### src/rtl/rxvol_pkg.sv
package rxvol_pkg;
  localparam int COEF_W = 16;
  localparam int FRAC_W = 14;
  localparam int CODE_W = 3;

  // strobes from control to datapath
  typedef struct packed {
    logic              load;
    logic              mute;
    logic [CODE_W-1:0] gainSel;
  } volCtl_t;

  // multiplier per volume step, Q2.14
  function automatic logic signed [COEF_W-1:0] gainCoef(input logic [CODE_W-1:0] sel);
    case (sel)
      3'd0:    return 16'sd23143;
      3'd1:    return 16'sd16384;
      3'd2:    return 16'sd11599;
      3'd3:    return 16'sd8211;
      3'd4:    return 16'sd5813;
      3'd5:    return 16'sd4115;
      3'd6:    return 16'sd2914;
      default: return 16'sd2063;
    endcase
  endfunction
endpackage

### src/rtl/rxvol_ctrl.sv
module rxvol_ctrl
  import rxvol_pkg::*;
(
  input  logic              inValid,
  input  logic [CODE_W-1:0] volCode,
  input  logic              compandMode,
  input  logic              muteIn,
  output volCtl_t           ctl
);
  localparam logic [CODE_W-1:0] UNITY_CODE = CODE_W'(1);

  always_comb begin
    ctl.load    = inValid;
    ctl.mute    = muteIn;
    // companded path ignores the code and runs at 0 dB
    ctl.gainSel = compandMode ? UNITY_CODE : volCode;
  end
endmodule

### src/rtl/rxvol_datapath.sv
module rxvol_datapath
  import rxvol_pkg::*;
#(
  parameter int SAMPLE_W = 13
) (
  input  logic                clk,
  input  logic                rstN,
  input  volCtl_t             ctl,
  input  logic [SAMPLE_W-1:0] inSample,
  output logic                outValid,
  output logic [SAMPLE_W-1:0] outSample
);
  localparam int PROD_W = SAMPLE_W + COEF_W;
  localparam logic signed [PROD_W-1:0] ROUND_BIAS = PROD_W'(1) <<< (FRAC_W - 1);
  localparam logic signed [PROD_W-1:0] LIM_HI = (PROD_W'(1) <<< (SAMPLE_W - 1)) - PROD_W'(1);
  localparam logic signed [PROD_W-1:0] LIM_LO = ~LIM_HI;
  localparam logic [SAMPLE_W-1:0] SAT_HI = {1'b0, {(SAMPLE_W-1){1'b1}}};
  localparam logic [SAMPLE_W-1:0] SAT_LO = {1'b1, {(SAMPLE_W-1){1'b0}}};

  logic signed [PROD_W-1:0] prod;
  logic signed [PROD_W-1:0] rounded;
  logic [SAMPLE_W-1:0]      satNext;

  always_comb begin
    prod    = $signed(inSample) * gainCoef(ctl.gainSel);
    rounded = (prod + ROUND_BIAS) >>> FRAC_W;
    if (ctl.mute)              satNext = '0;
    else if (rounded > LIM_HI) satNext = SAT_HI;
    else if (rounded < LIM_LO) satNext = SAT_LO;
    else                       satNext = rounded[SAMPLE_W-1:0];
  end

  always_ff @(posedge clk) begin
    if (!rstN) begin
      outValid  <= 1'b0;
      outSample <= '0;
    end else begin
      outValid <= ctl.load;
      if (ctl.load) outSample <= satNext;
    end
  end

  // a non-negative sample never comes out negative (no wrap at +3 dB)
  assert_no_wrap_pos_R3: assert property (@(posedge clk) disable iff (!rstN)
    (ctl.load && !ctl.mute && !inSample[SAMPLE_W-1]) |=> !outSample[SAMPLE_W-1]);
  // a negative sample never comes out positive
  assert_no_wrap_neg_R3: assert property (@(posedge clk) disable iff (!rstN)
    (ctl.load && !ctl.mute && inSample[SAMPLE_W-1]) |=>
      (outSample[SAMPLE_W-1] || outSample == '0));
  // no strobe, no change
  assert_hold_R7: assert property (@(posedge clk) disable iff (!rstN)
    !ctl.load |=> $stable(outSample));
endmodule

### src/rtl/rxvol_top.sv
module rxvol_top
  import rxvol_pkg::*;
#(
  parameter int SAMPLE_W = 13
) (
  input  logic                clk,
  input  logic                rstN,
  input  logic                inValid,
  input  logic [SAMPLE_W-1:0] inSample,
  input  logic [CODE_W-1:0]   volCode,
  input  logic                compandMode,
  input  logic                muteIn,
  output logic                outValid,
  output logic [SAMPLE_W-1:0] outSample
);
  volCtl_t ctl;

  rxvol_ctrl u_ctrl (
    .inValid     (inValid),
    .volCode     (volCode),
    .compandMode (compandMode),
    .muteIn      (muteIn),
    .ctl         (ctl)
  );

  rxvol_datapath #(.SAMPLE_W(SAMPLE_W)) u_dp (
    .clk       (clk),
    .rstN      (rstN),
    .ctl       (ctl),
    .inSample  (inSample),
    .outValid  (outValid),
    .outSample (outSample)
  );

  assert_latency_R1: assert property (@(posedge clk) disable iff (!rstN)
    inValid |=> outValid);
  assert_no_spurious_R1: assert property (@(posedge clk) disable iff (!rstN)
    !inValid |=> !outValid);
  assert_unity_R2: assert property (@(posedge clk) disable iff (!rstN)
    (inValid && !compandMode && !muteIn && volCode == CODE_W'(1)) |=>
      outSample == $past(inSample));
  assert_bypass_R5: assert property (@(posedge clk) disable iff (!rstN)
    (inValid && compandMode && !muteIn) |=> outSample == $past(inSample));
  assert_mute_R6: assert property (@(posedge clk) disable iff (!rstN)
    (inValid && muteIn) |=> (outValid && outSample == '0));
endmodule

### config.mk
export PLATFORM = sky130hd
export DESIGN_NAME = rxvol_top
export DESIGN_NICKNAME = d
export VERILOG_FILES = /design/src/rtl/rxvol_pkg.sv /design/src/rtl/rxvol_ctrl.sv /design/src/rtl/rxvol_datapath.sv /design/src/rtl/rxvol_top.sv
export SDC_FILE = /design/constraint.sdc
export NUM_CORES = 1
export LEC_CHECK = 0
export BUFFER_PORTS_ARGS = -buffer_cell sky130_fd_sc_hd__buf_4
export CORE_ASPECT_RATIO = 1.2
export CORE_MARGIN = 4
export CORE_UTILIZATION = 45
export CTS_CLUSTER_DIAMETER = 60
export DETAILED_ROUTE_END_ITERATION = 10
export HOLD_SLACK_MARGIN = 0.02
export PLACE_DENSITY = 0.71
export SKIP_LAST_GASP = 1
export SYNTH_ARGS = -nofsm -noshare
export SYNTH_HDL_FRONTEND = slang
export SYNTH_SLANG_ARGS = --single-unit
### constraint.sdc
create_clock -name clk -period 15.4 [get_ports clk]
set_input_delay 2.31 -clock clk [delete_from_list [all_inputs] [get_ports clk]]
set_output_delay 2.31 -clock clk [all_outputs]
set_load 0.02 [all_outputs]
Word level (Yosys, flattened, before mapping)
Index checks and enable logic that the tools add are counted.
{ "classes": {"add_sub_neg": 1, "mul": 1, "order_cmp": 2, "n_eq_ne": 6, "n_mux": 5, "n_reduce_logical": 1} }
{ "ops": {"columns": ["cell", "n"], "rows": [
  ["$pmux W15 S7", 1],
  ["$mux W13", 3],
  ["$add A29 B15 Y29 const B", 1],
  ["$mul A13 B16 Y29", 1],
  ["$gt A15 B13 Y1 const B", 1],
  ["$lt A15 B13 Y1 const B", 1],
  ["$eq A3 B3 Y1 const B", 3],
  ["$eq A3 B2 Y1 const B", 2],
  ["$eq A3 B1 Y1 const B", 1],
  ["$logic_not A3 Y1", 1],
  ["$mux W3", 1]
]} }
{ "totals": {"regBits": 14, "output_inout_bits": 14} }

Depth between registers and ports, before layout
Gate-level depths: netlist of the first run.
{ "logic_depth": {"word_depth": 9, "ltp_mapped": 29} }

Cells and area by module
Synthesis of the first run repeated with hierarchy kept, for this count alone.
{ "hier_totals": {"hier_cells": 811, "area_unflattened_um2": 7158.1} }
{ "by_module_without_submodules": {"columns": ["mod", "instances", "cells_per_inst", "area_each_um2"], "rows": [
  ["rxvol_datapath", 1, 806, 7119.3],
  ["rxvol_ctrl", 1, 5, 38.8]
]} }

Worst setup path after synthesis of the first run
No wires, ideal clock.
{ "synth_timing": {"kind": "input to register", "from": "input volCode[1]", "to": "register u_dp.outSample[10]", "setup_time_ns": 0.122, "t_arrival_ns": 8.821, "required_time_ns": 15.278, "path_slack_ns": 6.457, "path_stages": 25, "n_path_buf": 3, "cell_sequence": "clkbuf_1 > and2b_1 > nor3_1 > clkbuf_1 > nand2_1 > fa_1 > fa_1 > inv_1 > fa_1 > fa_1 > fa_1 > inv_1 > fa_1 > inv_1 > ha_1 > and3_1 > and3_1 > and3_4 > a2111oi_4 > a211oi_1 > a31oi_1 > xor2_1 > o22ai_1 > buf_2 > a221o_1"} }
{ "synth_between": {"elab_chain_len": 9, "word_cells_on_any_way": 16} }
{ "synth_lines": {"columns": ["element", "line", "rtl"], "rows": [
  ["start: declaration", "rxvol_top.sv:10", "input logic [CODE_W-1:0] volCode,"],
  ["$mux W3 (*)", "rxvol_ctrl.sv:16", "ctl.gainSel = compandMode ? UNITY_CODE : volCode;"],
  ["$eq A3 B3 Y1 (tied with other cells)", "rxvol_pkg.sv:15", "case (sel)"],
  ["$pmux W15 S7 (*)", "rxvol_pkg.sv:15", null],
  ["$mul A13 B16 Y29 (*)", "rxvol_datapath.sv:25", "prod = $signed(inSample) * gainCoef(ctl.gainSel);"],
  ["$add A29 B15 Y29 (*)", "rxvol_datapath.sv:26", "rounded = (prod + ROUND_BIAS) >>> FRAC_W;"],
  ["$lt A15 B13 Y1", "rxvol_datapath.sv:29", "else if (rounded < LIM_LO) satNext = SAT_LO;"],
  ["$mux W13", "rxvol_datapath.sv:29", null],
  ["$mux W13 (*)", "rxvol_datapath.sv:28", "else if (rounded > LIM_HI) satNext = SAT_HI;"],
  ["$mux W13 (*)", "rxvol_datapath.sv:27", "if (ctl.mute) satNext = '0;"],
  ["end signal: assignment", "rxvol_datapath.sv:39", "if (ctl.load) outSample <= satNext;"],
  ["end: declaration", "rxvol_datapath.sv:11", "output logic [SAMPLE_W-1:0] outSample"]
]} }
Mark *: on every way between the ends. The rest lies on a longest branch, timed or not.
A chain may end at the register's enable or synchronous reset.

Worst setup path after layout of the first run
{ "layout_timing": {"from": "input compandMode", "to": "register u_dp.outSample[11]"} }
{ "layout_between": {"elab_chain_len": 9, "word_cells_on_any_way": 16} }
{ "layout_lines": {"columns": ["element", "line", "rtl"], "rows": [
  ["start: declaration", "rxvol_top.sv:11", "input logic compandMode,"],
  ["$mux W3 (*)", "rxvol_ctrl.sv:16", null],
  ["$eq A3 B3 Y1 (tied with other cells)", "rxvol_pkg.sv:15", null],
  ["$pmux W15 S7 (*)", "rxvol_pkg.sv:15", null],
  ["$mul A13 B16 Y29 (*)", "rxvol_datapath.sv:25", null],
  ["$add A29 B15 Y29 (*)", "rxvol_datapath.sv:26", null],
  ["$lt A15 B13 Y1", "rxvol_datapath.sv:29", null],
  ["$mux W13", "rxvol_datapath.sv:29", null],
  ["$mux W13 (*)", "rxvol_datapath.sv:28", null],
  ["$mux W13 (*)", "rxvol_datapath.sv:27", null]
]} }
Marks and branches as above.

==> metrics.txt, run 1 <==
multi-input combinational cell area 0.00604 mm^2; R2R depth 1; DR vias 5,208; critical-path cell list buf_4, nand2b_1, nor2_1, nand2_1, fa_1, fa_1, inv_1, fa_1, fa_1, fa_1, inv_1, fa_1, inv_1, ha_1, and3_1, and3_1, and3_4, a2111oi_4, a211oi_1, a31oi_1, xor2_1, o22ai_1, a221o_1; Clock Sinks 14; FF-to-FF End u_dp.outSample[0]$_SDFFE_PN0P_; period utilization 61.1%; CTS tree built; max-cap violations 0; Period minus WS final 9.41 ns; CP max FO 15; Die X 122 um; Peak VDD IR 99.6 uV; Yosys cell types 49; setup_tns 0 ns; Post-Synth XOR/XNOR Area 2.00%; Compound-Gate Fraction of Synth Area 8.15%; Post-CTS Setup Bufs 0; r2r setup slk 14.63 ns; endpoints failing hold 0; Post-route DRC 0; CP peak stage delay 0.75 ns; share of cells above drive strength 1 7.04%; Synth Flop Type dfxtp_1; CTS clk-pin slew, worst paths 0.05 ns; Slew Limit Headroom 34.7%; Final setup viols 0; total I/O pin count 35; number of fill cells 1,458; Critical Path RT 15.58 ns; NumNets Final 1,055; clock root buffer clkbuf_16; H-tree level count 1; Slew Viols, Final 0; Initial Utilization 46.3%; hold-fix buffer count after cts 0; multiplexer share of the synthesized area 0.143%; slowest CP cell o22ai_1; P_int 0.371 mW; part of the Yosys area used for sequential elements 4.00%; logic gate share of total power 87.1%; Worst Clk Skew 0 ns; largest net degree at the start of global routing 16; Ant. Diodes 0; Leakage Power 3.86 nW; die area 0.0177 mm^2; Reg power frac 6.1%; CP dominant cell by count fa_1; Critical Path AT 9.59 ns; async set or reset register ratio after synthesis 0%; Iter 0 DRT Violations 259; power per cell area 105 mW/mm^2; count of port buffers added during placement 34; adder-cell share of the synthesized area 57.7%; DRT Wirelength 15,400 um; P&R area growth vs syn 7.55%; antenna violations before repair 0; RR Startpoint u_dp.outSample[0]$_SDFFE_PN0P_; global-route usage over all layers 18.8%; cts bufs inserted 3; gpl congestion 0.862; Syn Inst Count 783; core area 0.0151 mm^2; Pwr Total 0.791 mW; RSZ-0062 raised after global routing false; syn avg cell area 8.96 um^2; largest family of logic cells by synthesized area adder cells; Psw 0.421 mW; post-synthesis simple-gate area fraction 18.1%; CP endpoint u_dp.outSample[11]$_SDFFE_PN0P_; number of enable flip-flop cells after synthesis 0; syn nets 1,042; crit path launch compandMode; post-CTS sizing 0; Via-to-Cell Ratio 5.21; clock network fraction of total power 6.8%; Routed Antenna Nets 0; Yosys warning count 0; number of global-route vias before repair 5,399; status finished clean; die height 145 um; DR pass1 iterations 4; routed length per instance 15.5 um; Min-Delay Path Class flip-flop to flip-flop; Setup crit start kind primary input; worst hold stages 2; CP Capture Type flip-flop; row cnt 49; grt total ovfl 0; FF/Latch Area 280 um^2; Setup Crit Path Kind primary input to flip-flop; switching share of power 53.2%; Highest Clock Rate 106 MHz; Clock Latency Late Sink 0.24 ns; DP HPWL 13,000 um; worst slew pin tran 0.979 ns; first-pass GRT wire length 26,500 um; Clock Tree Buf Depth 2; mapped cell area 0.00701 mm^2; Synth Register Bits 14
metrics by stage:
step | cell area (um^2) | std cells | hold WS (ns) | utilization [%] | setup slack [ns]
global route | 7540 | 999 | 0.520 | 49.8 | 5.50
global placement | 7450 | 995 | 0.472 | 49.2 | 5.98
floorplan | 7010 | 783 | 0.553 | - | 6.46
finish | 7540 | 999 | 0.488 | 49.8 | 5.99
CTS | 7540 | 999 | 0.488 | 49.8 | 6.03
detailed placement | 7450 | 995 | 0.478 | 49.2 | 5.81
power groups by stage:
stage	registers, mW	clock network (mW)	logic [mW]
after floorplan	0.0561	0	0.519
after global placement	0.0490	0	0.690
after detailed placement	0.0486	0	0.693
after CTS	0.0482	0.0545	0.703
after global routing	0.0488	0.0570	0.789
final	0.0483	0.0536	0.690
layout make-up:
type,instances,area share [%]
multi-input cells,586,80.0
flip-flops and latches,14,3.72
clock buffers,4,1.18
repair buffers,44,4.38
inverters,147,7.31
well taps,204,3.38
logic make-up (layout without fill, tap and decap cells):
group | count (synthesis) | count (layout)
AOI/OAI and AO/OA | 81 | 81
xor gates and xnor gates | 16 | 16
adders and majority gates | 238 | 238
buffers and inverters | 183 | 195
DFF | 14 | 14
muxes | 1 | 1
and+or+nand+nor | 250 | 250
critical path, delay by kind of cell:
family / cells / cell delay (ns)
adder cells (fa/ha/maj): 7 / 3.41
AO/OA/AOI/OAI: 5 / 1.80
AND/OR/NAND/NOR: 6 / 1.64
buffers and inverters: 4 / 0.30
XOR/XNOR: 1 / 0.12
worst min-delay path by stage:
| stage | slack [ns] | start | to |
|---|---|---|---|
| finish | 0.49 | u_dp.outSample[12]$_SDFFE_PN0P_ | u_dp.outSample[12]$_SDFFE_PN0P_ |
| global route | 0.52 | u_dp.outSample[3]$_SDFFE_PN0P_ | u_dp.outSample[3]$_SDFFE_PN0P_ |
| CTS | 0.49 | u_dp.outSample[12]$_SDFFE_PN0P_ | u_dp.outSample[12]$_SDFFE_PN0P_ |
| detailed placement | 0.48 | u_dp.outSample[12]$_SDFFE_PN0P_ | u_dp.outSample[12]$_SDFFE_PN0P_ |
| floorplan | 0.55 | u_dp.outSample[12]$_SDFFE_PN0P_ | u_dp.outSample[12]$_SDFFE_PN0P_ |
| global placement | 0.47 | u_dp.outSample[12]$_SDFFE_PN0P_ | u_dp.outSample[12]$_SDFFE_PN0P_ |
synth_stat cells, drive strengths merged, types with 4 or more instances:
library cell	number	area, um^2
xor2	5	43.8
clkbuf	31	116
nor2b	7	43.8
and2	81	507
ha	96	1200
fa	142	2840
inv	147	552
buf	4	25.0
nand2	101	379
nor3	8	40.0
nand2b	7	43.8
nor2	24	90.1
nand4	4	25.0
a211oi	5	42.5
a31oi	4	25.0
xnor2	11	96.3
and3	6	42.5
dfxtp	14	280
a21o	4	30.0
o21ai	13	65.1
a21oi	25	125
a221o	12	120
routing by layer:
layer  part of all wire, %  wire length (um)  GRT usage (%)
met5                     0                 0              0
met4                   4.7               720           6.84
met3                   3.2               494           1.09
met2                    52              8080           33.6
met1                    40              6150           24.2
state kept, by name, indices dropped and copies added, names as in the netlist:
name,cells
u_dp.outSample,13
u_dp.outValid,1
placed cells by master (no fill, tap or decap), types with 7 or more instances in the layout:
| cell type | synthesis | routed |
|---|---|---|
| a21oi_1 | 25 | 25 |
| a221o_1 | 12 | 12 |
| and2_1 | 81 | 81 |
| buf_4 | 2 | 44 |
| dfxtp_1 | 14 | 14 |
| fa_1 | 142 | 142 |
| ha_1 | 96 | 96 |
| inv_1 | 147 | 147 |
| nand2_1 | 101 | 101 |
| nand2b_1 | 7 | 7 |
| nor2_1 | 24 | 24 |
| nor2b_1 | 7 | 7 |
| nor3_1 | 8 | 7 |
| o21ai_0 | 13 | 13 |
| xnor2_1 | 11 | 11 |
No activity file was read; power rests on OpenSTA's default activity.
==> run 2, diff against run 1 <==
--- a/config.mk
+++ b/config.mk
@@ -5,6 +5,7 @@
 export SDC_FILE = /design/constraint.sdc
 export NUM_CORES = 1
 export LEC_CHECK = 0
+export ABC_AREA = 1
 export BUFFER_PORTS_ARGS = -buffer_cell sky130_fd_sc_hd__buf_4
 export CORE_ASPECT_RATIO = 1.2
 export CORE_MARGIN = 4
@@ -12,7 +13,7 @@
 export CTS_CLUSTER_DIAMETER = 60
 export DETAILED_ROUTE_END_ITERATION = 10
 export HOLD_SLACK_MARGIN = 0.02
-export PLACE_DENSITY = 0.71
+export PLACE_DENSITY = 0.73
 export SKIP_LAST_GASP = 1
 export SYNTH_ARGS = -nofsm -noshare
 export SYNTH_HDL_FRONTEND = slang
==> constraint.sdc (replaced) <==
create_clock -name clk -period 8.2 [get_ports clk]
set_input_delay 1.23 -clock clk [delete_from_list [all_inputs] [get_ports clk]]
set_output_delay 1.23 -clock clk [all_outputs]
set_load 0.02 [all_outputs]
==> metrics.txt, run 2 <==
CP peak stage delay 0.58 ns (-0.17 ns); CP max FO 12 (-3); P&R area growth vs syn 7.96%; share of the synthesized area in the top cell type 39.0% (-1.5 points); Period minus WS final 7.45 ns; Yosys warning count 0 (unchanged); leading area contributor after synthesis fa_1; Via-to-Cell Ratio 5.15 (-1.3%); biggest regs u_dp.outSample (13), u_dp.outValid (1); Post-DP Area 0.00778 mm^2 (+4.4%); Pwr Total 1.73 mW (+120%); max-cap violations 0 (unchanged); total I/O pin count 35 (unchanged); part of the Yosys area used for sequential elements 3.84% (-0.15 points); setup_tns 0 ns (unchanged); row cnt 50 (+2.0%); most frequent cell after synthesis nand2_1; RSZ-0062 raised after global routing false; CTS clk-pin slew, worst paths 0.05 ns (about the same); Post-route DRC 0 (unchanged); worst slew pin tran 0.783 ns (-0.197 ns); share of cells above drive strength 1 5.95% (-1.1 points); routed length per instance 16.2 um (+4.9%); Critical Path AT 7.63 ns (-1.96 ns); CP bufs+invs 6 (+2); Peak VDD IR 221 uV (+120%); NumNets Final 1,252 (+19%); CTS tree built; cts bufs inserted 3 (unchanged); first-pass GRT wire length 32,700 um (+23%); core area 0.0158 mm^2 (+4.1%); Post-CTS Setup Bufs 0 (unchanged); Synth Flop Type dfxtp_1; Leakage Power 4.38 nW (+13%); status finished clean; power per cell area 220 mW/mm^2 (+110%); Iter 0 DRT Violations 328 (+27%); Yosys cell types 31 (-37%); die height 147 um (+1.8%); clock root buffer clkbuf_16; CP dominant cell by count nand2_1; Critical Path RT 8.38 ns (-7.20 ns); global-route usage over all layers 22.7% (+3.9 points); slowest CP cell fa_1; DR vias 6,174 (+19%); Routed Antenna Nets 0 (unchanged); H-tree level count 1 (unchanged); Syn Inst Count 962 (+23%); placed cell count 1,196 (+20%); count of port buffers added during placement 34 (unchanged); most common cell after layout, fill and taps aside nand2_1; number of enable flip-flop cells after synthesis 0 (unchanged); post-CTS sizing 0 (unchanged); period utilization 90.8%; Die X 124 um (+1.8%); fin area 0.00787 mm^2 (+4.3%); DP HPWL 17,200 um (+32%); commonest cells in the netlist nand2_1, inv_1, fa_1; CP Capture Type flip-flop; Synth Register Bits 14 (unchanged); endpoints failing hold 0 (unchanged); Clock Latency Late Sink 0.24 ns (about the same); Worst Clk Skew 0 ns (unchanged); Final setup viols 0 (unchanged); DRT Wirelength 19,500 um (+26%); Clock Tree Buf Depth 2 (unchanged); hold-fix buffer count after cts 0 (unchanged); Slew Limit Headroom 47.6% (+13 points); Setup crit start kind primary input; die area 0.0183 mm^2 (+3.7%); Largest Register u_dp.outSample; DR pass1 iterations 5 (+1); Top delay family on crit path adder cells; antenna violations before repair 0 (unchanged); gpl congestion 0.951 (+10%); Setup Crit Path Kind primary input to flip-flop; Initial Utilization 46.2% (-0.073 points); number of global-route vias before repair 6,694 (+24%); Ant. Diodes 0 (unchanged); commonest non-fill, non-tap cells in the layout nand2_1, inv_1, fa_1, nor2_1, ha_1; syn nets 1,221 (+17%); Min-Delay Path Class flip-flop to flip-flop; syn avg cell area 7.58 um^2 (-15%); Slew Viols, Final 0 (unchanged); largest net degree at the start of global routing 15 (-1); async set or reset register ratio after synthesis 0% (unchanged); Clock Sinks 14 (unchanged); Synth area leaders fa_1, ha_1, nand2_1; Highest Clock Rate 134 MHz; max reg flops 13 (unchanged); grt total ovfl 0 (unchanged); non-filler instance count after layout 1,200 (+20%); mapped cell area 0.00729 mm^2 (+3.9%)
-- run 2: kinds of logic after synthesis --
group           synth area share (%)
fa+ha+maj                       55.5
flops                           3.84
simple gates                    21.2
compound gates                  5.13
xor+xnor                        1.56
buf+inv                         12.8
-- run 2: layout make-up --
cell class,instances,area [um^2]
clock buffer,4,88.8
fill,1553,7890
inverter,231,867
multi-input combinational,703,6070
sequential,14,280
tap,208,260
timing repair buffer,40,300
-- run 2: final timing paths --
check	end	start	depth (start not counted)	slack [ns]
worst max-delay path	u_dp.outSample[10]$_SDFFE_PN0P_	volCode[2]	31	0.75
worst min-delay path	u_dp.outSample[10]$_SDFFE_PN0P_	u_dp.outSample[10]$_SDFFE_PN0P_	2	0.47
worst max register to register	u_dp.outSample[6]$_SDFFE_PN0P_	u_dp.outSample[6]$_SDFFE_PN0P_	2	7.58
worst min register to register	u_dp.outSample[10]$_SDFFE_PN0P_	u_dp.outSample[10]$_SDFFE_PN0P_	2	0.47
-- run 2: power breakdown --
part / switching, mW / total, mW / internal [mW]
sequential: 0.00759 / 0.0889 / 0.0813
combinational: 0.966 / 1.54 / 0.576
clock: 0.0293 / 0.103 / 0.0740
total: 1.00 / 1.73 / 0.731
-- run 2: tightest hold or removal path, delay by kind of cell, from the launching register on --
family / cells / cell delay (ns)
compound gates: 1 / 0.05
simple gates: 1 / 0.06
flops: 1 / 0.31
-- run 2: metrics by stage --
step | hold WS (ns) | utilization (%) | setup WS [ns]
3_5_place_dp | 0.461 | 49.4 | 0.557
6_report | 0.468 | 49.9 | 0.752
3_3_place_gp | 0.457 | 49.4 | 0.602
2_1_floorplan | 0.541 | - | 1.10
4_1_cts | 0.470 | 49.9 | 0.787
5_1_grt | 0.496 | 49.9 | 0.224
-- run 2: per-layer routing --
metal / routed length, um / vias up / share of wire, % / track usage (%)
li1: - / 2927 / - / -
met1: 7730 / 2977 / 40 / 27.8
met2: 9700 / 197 / 50 / 39.7
met3: 941 / 73 / 4.8 / 1.95
met4: 1100 / 0 / 5.7 / 10.8
met5: 0 / - / 0 / 0
==> run 3, diff against run 2 <==
--- a/config.mk
+++ b/config.mk
@@ -10,6 +10,7 @@
 export CORE_ASPECT_RATIO = 1.2
 export CORE_MARGIN = 4
 export CORE_UTILIZATION = 45
+export CTS_BUF_LIST = sky130_fd_sc_hd__clkbuf_4
 export CTS_CLUSTER_DIAMETER = 60
 export DETAILED_ROUTE_END_ITERATION = 10
 export HOLD_SLACK_MARGIN = 0.02
==> metrics.txt, run 3 (synthesis results as in run 2) <==
CP max FO 12 (unchanged); commonest non-fill, non-tap cells in the layout nand2_1, inv_1, fa_1, nor2_1, ha_1; hold-fix buffer count after cts 0 (unchanged); core area 0.0158 mm^2 (unchanged); power per cell area 214 mW/mm^2 (-2.9%); Leakage Power 4.35 nW (-0.66%); CP bufs+invs 6 (unchanged); Ant. Diodes 0 (unchanged); Top delay family on crit path adder cells; DRT Wirelength 19,400 um (-0.46%); crit path launch compandMode; PnR worst setup slack 0.805 ns (+0.0524 ns); worst slew pin tran 0.774 ns (-0.00809 ns); Peak VDD IR 208 uV (-5.9%); status finished clean; setup_tns 0 ns (unchanged); max reg flops 13 (unchanged); max-cap violations 0 (unchanged); Clock Sinks 14 (unchanged); P&R area growth vs syn 7.10%; Slew Viols, Final 0 (unchanged); Post-route DRC 0 (unchanged); Slew Limit Headroom 48.2% (+0.54 points); share of cells above drive strength 1 5.85% (-0.10 points); grt total ovfl 0 (unchanged); Util after Layout 49.5% (-0.40 points); Final setup viols 0 (unchanged); largest net degree at the start of global routing 15 (unchanged); gpl congestion 0.951 (unchanged); DR vias 6,169 (-0.081%); Min-Delay Path Class flip-flop to flip-flop; Routed Antenna Nets 0 (unchanged); biggest regs u_dp.outSample (13), u_dp.outValid (1); Highest Clock Rate 135 MHz (+0.71%); total I/O pin count 35 (unchanged); Clock Tree Buf Depth 2 (unchanged); CP dominant cell by count nand2_1; global-route usage over all layers 22.6% (-0.064 points); Pwr Total 1.67 mW (-3.7%); Clock Latency Late Sink 0.28 ns (+0.04 ns); post-CTS sizing 0 (unchanged); period utilization 90.2% (-0.64 points); NumNets Final 1,252 (unchanged); CTS tree built; H-tree level count 1 (unchanged); CP peak stage delay 0.58 ns (about the same); pre-CTS setup slack 0.557 ns (unchanged); Critical Path RT 8.41 ns (+0.03 ns); Die X 124 um (unchanged); multi-input combinational cell area 0.00607 mm^2 (unchanged); RR Startpoint u_dp.outSample[6]$_SDFFE_PN0P_; Setup crit start kind primary input; die area 0.0183 mm^2 (unchanged); FF/Latch Area 280 um^2 (unchanged); clock root buffer clkbuf_4; worst hold path startpoint u_dp.outSample[10]$_SDFFE_PN0P_; Largest Register u_dp.outSample; Period minus WS final 7.40 ns (-0.0524 ns); endpoints failing hold 0 (unchanged); CP Capture Type flip-flop; CTS clk-pin slew, worst paths 0.09 ns (+0.04 ns); Critical Path AT 7.61 ns (-0.02 ns); Iter 0 DRT Violations 370 (+13%); number of global-route vias before repair 6,690 (-0.060%); antenna violations before repair 0 (unchanged); most common cell after layout, fill and taps aside nand2_1; Worst Clk Skew 0 ns (unchanged); Initial Utilization 46.2% (unchanged); first-pass GRT wire length 32,700 um (-0.13%); DR pass1 iterations 6 (+1); number of fill cells 1,563 (+0.64%); RSZ-0062 raised after global routing false; DP HPWL 17,200 um (unchanged); row cnt 50 (unchanged); Setup Crit Path Kind primary input to flip-flop; die height 147 um (unchanged); count of port buffers added during placement 34 (unchanged); routed length per instance 16.1 um (-0.46%); slowest CP cell fa_1; Post-CTS Setup Bufs 0 (unchanged); Via-to-Cell Ratio 5.14 (about the same); cts bufs inserted 3 (unchanged)
[run 3: power breakdown]
group          internal [mW]  total (mW)  leakage, nW  switching [mW]
combinational          0.576        1.54         4.22           0.965
sequential            0.0810      0.0885        0.115         0.00759
clock                 0.0177      0.0403       0.0154          0.0226
total                  0.674        1.67         4.35           0.996
[run 3: cell type report]
class	instances	area share (%)
tap	208	3.33
timing repair buffer	40	3.85
clock inverter	1	0.0481
clock buffer	3	0.288
sequential	14	3.59
inverter	231	11.1
multi-input combinational	703	77.8
[run 3: metal layers]
| metal | wire [um] | vias up | global-route usage (%) |
|---|---|---|---|
| met1 | 7700 | 2959 | 27.7 |
| li1 | - | 2929 | - |
| met4 | 1090 | 0 | 10.5 |
| met5 | 0 | - | 0 |
| met2 | 9600 | 209 | 39.7 |
| met3 | 983 | 72 | 1.95 |
[run 3: final timing paths]
kind | slack, ns | endpoint | cells past startpoint
worst max-delay path | 0.80 | u_dp.outSample[1]$_SDFFE_PN0P_ | 30
worst min-delay path | 0.47 | u_dp.outSample[10]$_SDFFE_PN0P_ | 2
worst max register to register | 7.56 | u_dp.outSample[6]$_SDFFE_PN0P_ | 2
worst min register to register | 0.47 | u_dp.outSample[10]$_SDFFE_PN0P_ | 2
[run 3: worst reg2reg max path, cell delays in order, from the launching register on]
cell	delay, ns
dfxtp_1	0.36
nand2_1	0.06
a21oi_1	0.16
[run 3: per-stage QoR]
step	hold WS, ns	cell area (um^2)	cells
finish	0.472	7810	1200
global route	0.503	7810	1200
CTS	0.476	7810	1200
detailed placement	0.461	7780	1196
global placement	0.457	7780	1196
floorplan	0.541	7290	962
